## config.mk

```make
export PLATFORM = sky130hd
export DESIGN_NAME = am824_pkt_tx
export DESIGN_NICKNAME = d
export VERILOG_FILES = /design/src/rtl/cip_tx_pkg.sv /design/src/rtl/cip_midi_slots.sv /design/src/rtl/cip_frame_buf.sv /design/src/rtl/am824_pkt_tx.sv
export SDC_FILE = /design/constraint.sdc
export NUM_CORES = 1
export LEC_CHECK = 0
export BUFFER_PORTS_ARGS = -buffer_cell sky130_fd_sc_hd__buf_2
export CORE_MARGIN = 2
export CORE_UTILIZATION = 45
export CTS_CLUSTER_DIAMETER = 50
export DETAILED_ROUTE_END_ITERATION = 6
export GPL_TIMING_DRIVEN = 0
export PLACE_DENSITY = 0.65
export SYNTH_ARGS = -nofsm -noshare
export SYNTH_HDL_FRONTEND = slang
export SYNTH_SLANG_ARGS = --single-unit
```

## constraint.sdc

```tcl
create_clock -name clk_i -period 5.1 [get_ports clk_i]
set_input_delay 0.255 -clock clk_i [delete_from_list [all_inputs] [get_ports clk_i]]
set_output_delay 0.255 -clock clk_i [all_outputs]
set_load 0.05 [all_outputs]
```

## src/rtl/cip_tx_pkg.sv

```systemverilog
package cip_tx_pkg;
  typedef enum logic [2:0] {S_IDLE, S_HDR0, S_HDR1, S_MIDI, S_AUD} state_e;
  localparam logic [7:0] LBL_PCM       = 8'h40;
  localparam logic [7:0] LBL_MIDI_NONE = 8'h80;
  localparam logic [7:0] LBL_MIDI_ONE  = 8'h81;
  localparam logic [5:0] FMT_AUDIO     = 6'h10;
  localparam int unsigned SAMPLE_W     = 24;
  localparam int unsigned MIDI_PORTS   = 8;
endpackage

```

## src/rtl/cip_midi_slots.sv

```systemverilog
module cip_midi_slots
  import cip_tx_pkg::*;
#(
  parameter int unsigned PORTS = MIDI_PORTS,
  localparam int unsigned PW = $clog2(PORTS)
) (
  input  logic          clk_i,
  input  logic          rst_ni,
  input  logic          wr_valid_i,
  input  logic [PW-1:0] wr_port_i,
  input  logic [7:0]    wr_byte_i,
  output logic          wr_ready_o,
  input  logic [PW-1:0] rd_port_i,
  input  logic          rd_take_i,
  output logic          rd_hit_o,
  output logic [7:0]    rd_byte_o
);
  logic [PORTS-1:0] pend_q;
  logic [7:0]       byte_q [PORTS];

  assign wr_ready_o = !pend_q[wr_port_i];
  assign rd_hit_o   = pend_q[rd_port_i];
  assign rd_byte_o  = byte_q[rd_port_i];

  for (genvar p = 0; p < PORTS; p++) begin : g_slot
    logic set_w, clr_w;
    assign set_w = wr_valid_i && wr_ready_o && (wr_port_i == PW'(p));
    assign clr_w = rd_take_i && (rd_port_i == PW'(p)) && pend_q[p];

    always_ff @(posedge clk_i or negedge rst_ni) begin
      if (!rst_ni) begin
        pend_q[p] <= 1'b0;
        byte_q[p] <= '0;
      end else if (set_w) begin
        pend_q[p] <= 1'b1;
        byte_q[p] <= wr_byte_i;
      end else if (clr_w) begin
        pend_q[p] <= 1'b0;
      end
    end

    AST_MIDI_HELD: assert property (@(posedge clk_i) disable iff (!rst_ni)
      pend_q[p] && !(rd_take_i && rd_port_i == PW'(p)) |=> pend_q[p] && $stable(byte_q[p]));
  end
endmodule

```

## src/rtl/cip_frame_buf.sv

```systemverilog
module cip_frame_buf
  import cip_tx_pkg::*;
#(
  parameter int unsigned MAX_CH = 18,
  localparam int unsigned CH_W = $clog2(MAX_CH + 1)
) (
  input  logic                       clk_i,
  input  logic                       rst_ni,
  input  logic                       load_i,
  input  logic [MAX_CH*SAMPLE_W-1:0] frame_i,
  input  logic [CH_W-1:0]            sel_i,
  output logic [31:0]                quad_o
);
  logic [SAMPLE_W-1:0] smp_q [MAX_CH];

  for (genvar c = 0; c < MAX_CH; c++) begin : g_ch
    always_ff @(posedge clk_i or negedge rst_ni) begin
      if (!rst_ni)     smp_q[c] <= '0;
      else if (load_i) smp_q[c] <= frame_i[c*SAMPLE_W +: SAMPLE_W];
    end
  end

  assign quad_o = {LBL_PCM, smp_q[sel_i]};
endmodule

```

## src/rtl/am824_pkt_tx.sv

```systemverilog
module am824_pkt_tx
  import cip_tx_pkg::*;
#(
  parameter int unsigned MAX_CH  = 18,
  parameter int unsigned MAX_BLK = 8,
  localparam int unsigned CH_W  = $clog2(MAX_CH + 1),
  localparam int unsigned BLK_W = $clog2(MAX_BLK + 1),
  localparam int unsigned LEN_W = $clog2(8 + MAX_BLK * (MAX_CH + 1) * 4 + 1)
) (
  input  logic                       clk_i,
  input  logic                       rst_ni,
  input  logic [5:0]                 cfg_node_i,
  input  logic [CH_W-1:0]            cfg_nch_i,
  input  logic [2:0]                 cfg_rate_i,
  input  logic [BLK_W-1:0]           cfg_nblk_i,
  input  logic                       pkt_start_i,
  input  logic                       frame_valid_i,
  input  logic [MAX_CH*SAMPLE_W-1:0] frame_data_i,
  output logic                       frame_ready_o,
  input  logic                       midi_valid_i,
  input  logic [2:0]                 midi_port_i,
  input  logic [7:0]                 midi_byte_i,
  output logic                       midi_ready_o,
  output logic                       q_valid_o,
  output logic [31:0]                q_data_o,
  output logic                       q_sop_o,
  output logic                       q_eop_o,
  output logic [LEN_W-1:0]           len_o
);
  state_e           state_q;
  logic             empty_q;
  logic [BLK_W-1:0] blk_q, nblk_q;
  logic [CH_W-1:0]  ch_q, nch_q;
  logic [7:0]       dbc_q;
  logic [5:0]       node_q;
  logic [2:0]       rate_q;
  logic [LEN_W-1:0] len_q;

  logic [7:0]  blk_idx;
  logic        take_w, last_ch, last_blk;
  logic        midi_hit;
  logic [7:0]  midi_byte;
  logic [31:0] pcm_quad;
  logic [LEN_W-1:0] len_calc;

  assign blk_idx  = dbc_q + 8'(blk_q);
  assign take_w   = (state_q == S_MIDI) && frame_valid_i;
  assign last_ch  = (ch_q == nch_q - 1'b1);
  assign last_blk = (blk_q == nblk_q - 1'b1);
  assign len_calc = LEN_W'(8) + LEN_W'(4) * LEN_W'(cfg_nblk_i) * (LEN_W'(cfg_nch_i) + LEN_W'(1));

  cip_midi_slots u_midi (
    .clk_i      (clk_i),
    .rst_ni     (rst_ni),
    .wr_valid_i (midi_valid_i),
    .wr_port_i  (midi_port_i),
    .wr_byte_i  (midi_byte_i),
    .wr_ready_o (midi_ready_o),
    .rd_port_i  (blk_idx[2:0]),
    .rd_take_i  (take_w),
    .rd_hit_o   (midi_hit),
    .rd_byte_o  (midi_byte)
  );

  cip_frame_buf #(.MAX_CH(MAX_CH)) u_fbuf (
    .clk_i   (clk_i),
    .rst_ni  (rst_ni),
    .load_i  (take_w),
    .frame_i (frame_data_i),
    .sel_i   (ch_q),
    .quad_o  (pcm_quad)
  );

  always_ff @(posedge clk_i or negedge rst_ni) begin
    if (!rst_ni) begin
      state_q <= S_IDLE;
      empty_q <= 1'b0;
      blk_q   <= '0;
      nblk_q  <= '0;
      ch_q    <= '0;
      nch_q   <= '0;
      dbc_q   <= '0;
      node_q  <= '0;
      rate_q  <= '0;
      len_q   <= '0;
    end else begin
      unique case (state_q)
        S_IDLE: if (pkt_start_i) begin
          empty_q <= !frame_valid_i;
          node_q  <= cfg_node_i;
          rate_q  <= cfg_rate_i;
          nch_q   <= cfg_nch_i;
          nblk_q  <= cfg_nblk_i;
          blk_q   <= '0;
          ch_q    <= '0;
          len_q   <= frame_valid_i ? len_calc : LEN_W'(8);
          state_q <= S_HDR0;
        end
        S_HDR0: state_q <= S_HDR1;
        S_HDR1: state_q <= empty_q ? S_IDLE : S_MIDI;
        S_MIDI: if (frame_valid_i) begin
          ch_q    <= '0;
          state_q <= S_AUD;
        end
        S_AUD: begin
          if (!last_ch) begin
            ch_q <= ch_q + 1'b1;
          end else if (!last_blk) begin
            blk_q   <= blk_q + 1'b1;
            state_q <= S_MIDI;
          end else begin
            dbc_q   <= dbc_q + 8'(nblk_q);
            state_q <= S_IDLE;
          end
        end
        default: state_q <= S_IDLE;
      endcase
    end
  end

  always_comb begin
    q_valid_o = 1'b0;
    q_data_o  = '0;
    unique case (state_q)
      S_HDR0: begin
        q_valid_o = 1'b1;
        q_data_o  = {2'b00, node_q, 8'(nch_q) + 8'd1, 8'h00, dbc_q};
      end
      S_HDR1: begin
        q_valid_o = 1'b1;
        q_data_o  = {2'b10, FMT_AUDIO, 5'b0, rate_q, 16'h0000};
      end
      S_MIDI: begin
        q_valid_o = frame_valid_i;
        q_data_o  = midi_hit ? {LBL_MIDI_ONE, midi_byte, 16'h0000} : {LBL_MIDI_NONE, 24'h0};
      end
      S_AUD: begin
        q_valid_o = 1'b1;
        q_data_o  = pcm_quad;
      end
      default: ;
    endcase
  end

  assign q_sop_o       = (state_q == S_HDR0);
  assign q_eop_o       = ((state_q == S_HDR1) && empty_q) ||
                         ((state_q == S_AUD) && last_ch && last_blk);
  assign frame_ready_o = take_w;
  assign len_o         = len_q;

  AST_SOP_FROM_IDLE: assert property (@(posedge clk_i) disable iff (!rst_ni)
    q_sop_o |-> $past(state_q) == S_IDLE);
  AST_EOP_TO_IDLE: assert property (@(posedge clk_i) disable iff (!rst_ni)
    q_valid_o && q_eop_o |=> state_q == S_IDLE);
  AST_EMPTY_KEEPS_DBC: assert property (@(posedge clk_i) disable iff (!rst_ni)
    state_q == S_HDR1 && empty_q |=> dbc_q == $past(dbc_q));
  AST_STALL_HOLDS: assert property (@(posedge clk_i) disable iff (!rst_ni)
    state_q == S_MIDI && !frame_valid_i |=> state_q == S_MIDI && $stable(blk_q));
  AST_BUSY_START: assert property (@(posedge clk_i) disable iff (!rst_ni)
    pkt_start_i && state_q != S_IDLE |=> $stable(nblk_q) && $stable(nch_q));
endmodule

```

==> flow_metrics.env <==
export IMPL_grt_pass1_vias=26489
export IMPL_min_path_type="in -> reg"
export IMPL_dr_total_vias=25299
export IMPL_dp_final_hpwl_um=73000
export IMPL_maxSlewHeadroom_pct=10.93
export IMPL_die_width_um=245.4
export IMPL_die_area_sq_mm=0.06024
export IMPL_rsz0062_at_grt="false"
export IMPL_p_seq_share_pct=38.4
export IMPL_criticalPathCategory="reg -> out"
export IMPL_synth_area_sq_mm=0.02623
export IMPL_hold_end="nblk_q[1]"
export IMPL_synthArstFlopShare_pct=100.0
export IMPL_switching_share_pct=37.47
export IMPL_drt_vias_per_instance=5.601
export IMPL_grt_overflow=0
export IMPL_r2r_end="u_fbuf.smp_q[224]"
export IMPL_wl_um=107700
export IMPL_p_total_mw=20.37
export IMPL_port_buffers=507
export IMPL_nNetsFinal=4184
export IMPL_fillers=4443
export IMPL_switchingPower_mw=7.635
export IMPL_start_util_pct=45.47
export IMPL_rrSetupSlack_ns=1.17
export IMPL_ioPinCount=513
export IMPL_area_delta_synth_final_pct=40.35
export IMPL_whs_ns=0.02387
export IMPL_drc=0
export IMPL_wl_per_cell_um=23.85
export IMPL_tritoncts="yes"
export IMPL_layout_drive_gt1_share_pct=23.50
export IMPL_clkTransAtPathRegs_ns=0.06
export IMPL_hold_start="cfg_nblk_i[1]"
export IMPL_reg2reg_depth=8
export IMPL_holdPathStages=3
export IMPL_fin_crit_sh_pct=90.93
export IMPL_detail_route_antenna_nets=0
export IMPL_clkLatencyLatePin_ns=0.62
export IMPL_p_leak_nw=18.50
export IMPL_ys_seq_elements=551
export IMPL_worst_pin_slew_ns=1.333
export IMPL_cts_root_buf="clkbuf_16"
export IMPL_yosysSeqAreaShare_pct=52.56
export IMPL_coreArea_sq_mm=0.05770
export IMPL_drt_iter0_drc=2290
export IMPL_rows=88
export IMPL_worstReg2RegStart="state_q[1]"
export IMPL_max_freq_mhz=215.6
export IMPL_yosys_warnings=0
export IMPL_critPathCaptureType="output pin"
export IMPL_setup_viol=0
export IMPL_avgSynthCellArea_sq_um=9.907
export IMPL_grt_max_degree=127
export IMPL_critPathLaunchType="register"
export IMPL_clockBufferDepth=3
export IMPL_synthFlopType="dfrtp_1"
export IMPL_fin_util_pct=63.81
export IMPL_grt_pass1_wl_um=158700
export IMPL_cts_sinks=551
export IMPL_yosysUniqueCellTypes=65
export IMPL_finalCriticalPeriod_ns=4.637
export IMPL_antenna_found_initial=18
export IMPL_h_tree_depth=3
export IMPL_path_max_fanout=10
export IMPL_vdd_drop_max_mv=0.4843
export IMPL_status="finished clean"
export IMPL_first_pass_iters=6
export IMPL_maxCapViolations=0
export IMPL_p_per_area_mw_per_mm2=553.4
export IMPL_p_clk_share_pct=25.0
export IMPL_clock_skew_ns=0.03328
export IMPL_cp_arrival_ns=4.38
export IMPL_intPower_mw=12.74
export IMPL_hold_viol_final=0
export IMPL_gp_congestion=0.9399
export IMPL_synth_edff_count=0
export IMPL_syn_inst=2648
export IMPL_slew_viol_final=0
export IMPL_cp_required_ns=4.85
export IMPL_cts_buffers=68
export IMPL_cts_resized=0
export IMPL_grt_use_total_pct=35.87
export IMPL_power_frac_comb_pct=36.6
export IMPL_die_h_um=245.4
registers in the layout, indices dropped and copies added, names as in the netlist:
| register | cells |
|---|---|
| nblk_q | 4 |
| empty_q | 1 |
| ch_q | 5 |
| u_fbuf.smp_q | 432 |
| blk_q | 4 |
| u_midi.pend_q | 8 |
| node_q | 6 |
| dbc_q | 8 |
| u_midi.byte_q | 64 |
| len_o | 8 |
| nch_q | 5 |
| state_q | 3 |
| rate_q | 3 |
layout by cell type (no fill, tap or decap), types with 8 or more instances in the layout:
master         synthesis  layout
clkinv_2               0      12
and2_1                12      12
a221o_1               10      10
nor2b_1               11      11
fa_1                  10      10
diode_2                0      12
buf_2                 31     537
nor2_1                44      44
xnor2_1               29      29
inv_1                 27      27
and3_1                12      12
dlygate4sd3_1          0     457
nand3_1               17      17
ha_1                  21      21
a21oi_1               17      17
clkbuf_1             116     123
clkbuf_8               0       9
mux4_2               140     140
mux2_2                63      63
mux2i_1               37      37
o21ai_0               16      16
nand2_1             1377    1377
a211o_1                8       8
clkbuf_16              0      71
dfrtp_1              551     551
cell usage after synthesis, types with 2 or more instances:
master	n	area [sq um]
o22ai_1	3	18.77
buf_1	6	22.52
xor2_1	6	52.55
a221oi_1	2	17.52
nand3_1	17	85.08
a221o_1	10	100.1
nand4b_1	2	17.52
nand4_1	6	37.54
nand3b_1	4	30.03
dfrtp_1	551	13790
or3_1	2	12.51
buf_2	31	155.2
mux2_1	6	67.56
nor4_1	3	18.77
o211ai_1	3	22.52
o21ai_0	16	80.08
clkbuf_1	116	435.4
nand2b_1	4	25.02
a21o_1	7	52.55
inv_1	27	101.4
and3b_1	2	17.52
mux2_2	63	709.4
mux4_2	140	3153
o221ai_1	2	17.52
a22oi_1	5	37.54
nor2b_1	11	68.82
and3_1	12	75.07
o21bai_1	3	22.52
nand2_1	1377	5169
ha_1	21	262.8
nor4b_2	2	30.03
a21oi_1	17	85.08
xnor2_1	29	254.0
mux2i_1	37	370.4
nor3b_1	2	15.01
fa_1	10	200.2
buf_4	3	22.52
nor2_1	44	165.2
or4_1	2	15.01
a211o_1	8	70.07
and2_1	12	75.07
area by class of cell:
type | instances | area [sq um] | area share [%]
diodes | 12 | 30.03 | 0.08156
well taps | 765 | 957.2 | 2.600
multi-input cells | 1912 | 11680 | 31.73
plain buffers | 158 | 661.9 | 1.798
flip-flops and latches | 551 | 13790 | 37.45
repair buffers | 968 | 7232 | 19.64
clock inverters | 36 | 434.2 | 1.179
clock buffers | 87 | 1927 | 5.234
inverters | 28 | 105.1 | 0.2855
power groups by stage:
stage	clock network [mW]	logic, mW	registers, mW
floorplan	0	4.71	7.41
global placement	0	6.86	7.66
detailed placement	0	7.04	7.79
CTS	5.10	7.36	7.73
global route	5.31	8.04	8.01
finish	5.08	7.46	7.83
metrics by stage:
step / instances / TNS [ns] / area (sq um) / setup slack, ns
after global routing: 4514 / 0 / 36810 / 0.3086
after CTS: 4505 / 0 / 36790 / 0.4248
after detailed placement: 3925 / 0 / 29850 / 1.069
after floorplan: 2649 / 0 / 26240 / 1.733
after global placement: 3921 / -3985.69 / 29730 / -7.329
final: 4517 / 0 / 36820 / 0.4626
how the worst max path moves through the flow:
stage,endpoint,slack (ns),start,cells past startpoint
after global placement,u_fbuf.smp_q[84],-7.33,rst_ni,1
after global routing,q_data_o[22],0.31,ch_q[1],8
after detailed placement,q_data_o[22],1.07,ch_q[1],8
after CTS,q_data_o[22],0.42,ch_q[1],8
final,q_data_o[14],0.46,ch_q[1],8
after floorplan,len_o[8],1.73,cfg_nch_i[1],14
per-layer routing:
layer,up-vias,wire [um],GRT usage (%)
li1,10756,-,-
met2,1616,50340,57.18
met3,488,9486,7.923
met4,12,7831,22.69
met1,12427,39990,44.50
met5,-,85,0.08170
logic make-up after synthesis:
kind of cell               Yosys count  synth area share [%]
DFF                                551                 52.56
AOI/OAI and AO/OA                   84                 2.309
buffers and inverters              186                 2.924
and+or+nand+nor                   1513                 22.78
other                                1               0.01430
muxes                              246                 16.39
adders and majority gates           31                 1.765
xor gates and xnor gates            36                 1.254
critical path, cell delays in order (launching register included):
cell and delay (ns):
dfrtp_1 0.35, clkbuf_1 0.58, buf_2 0.40, clkbuf_1 0.84, mux4_2 0.50, mux4_2 0.56, a21oi_1 0.17, nor2_1 0.11
buf_2 0.26
repair_timing:
action	in CTS	in global routing
buffers inserted	0	0
endpoints found under the hold margin	589	0
hold buffers	457	0
Note: power is estimated with default switching activity, not from simulation.
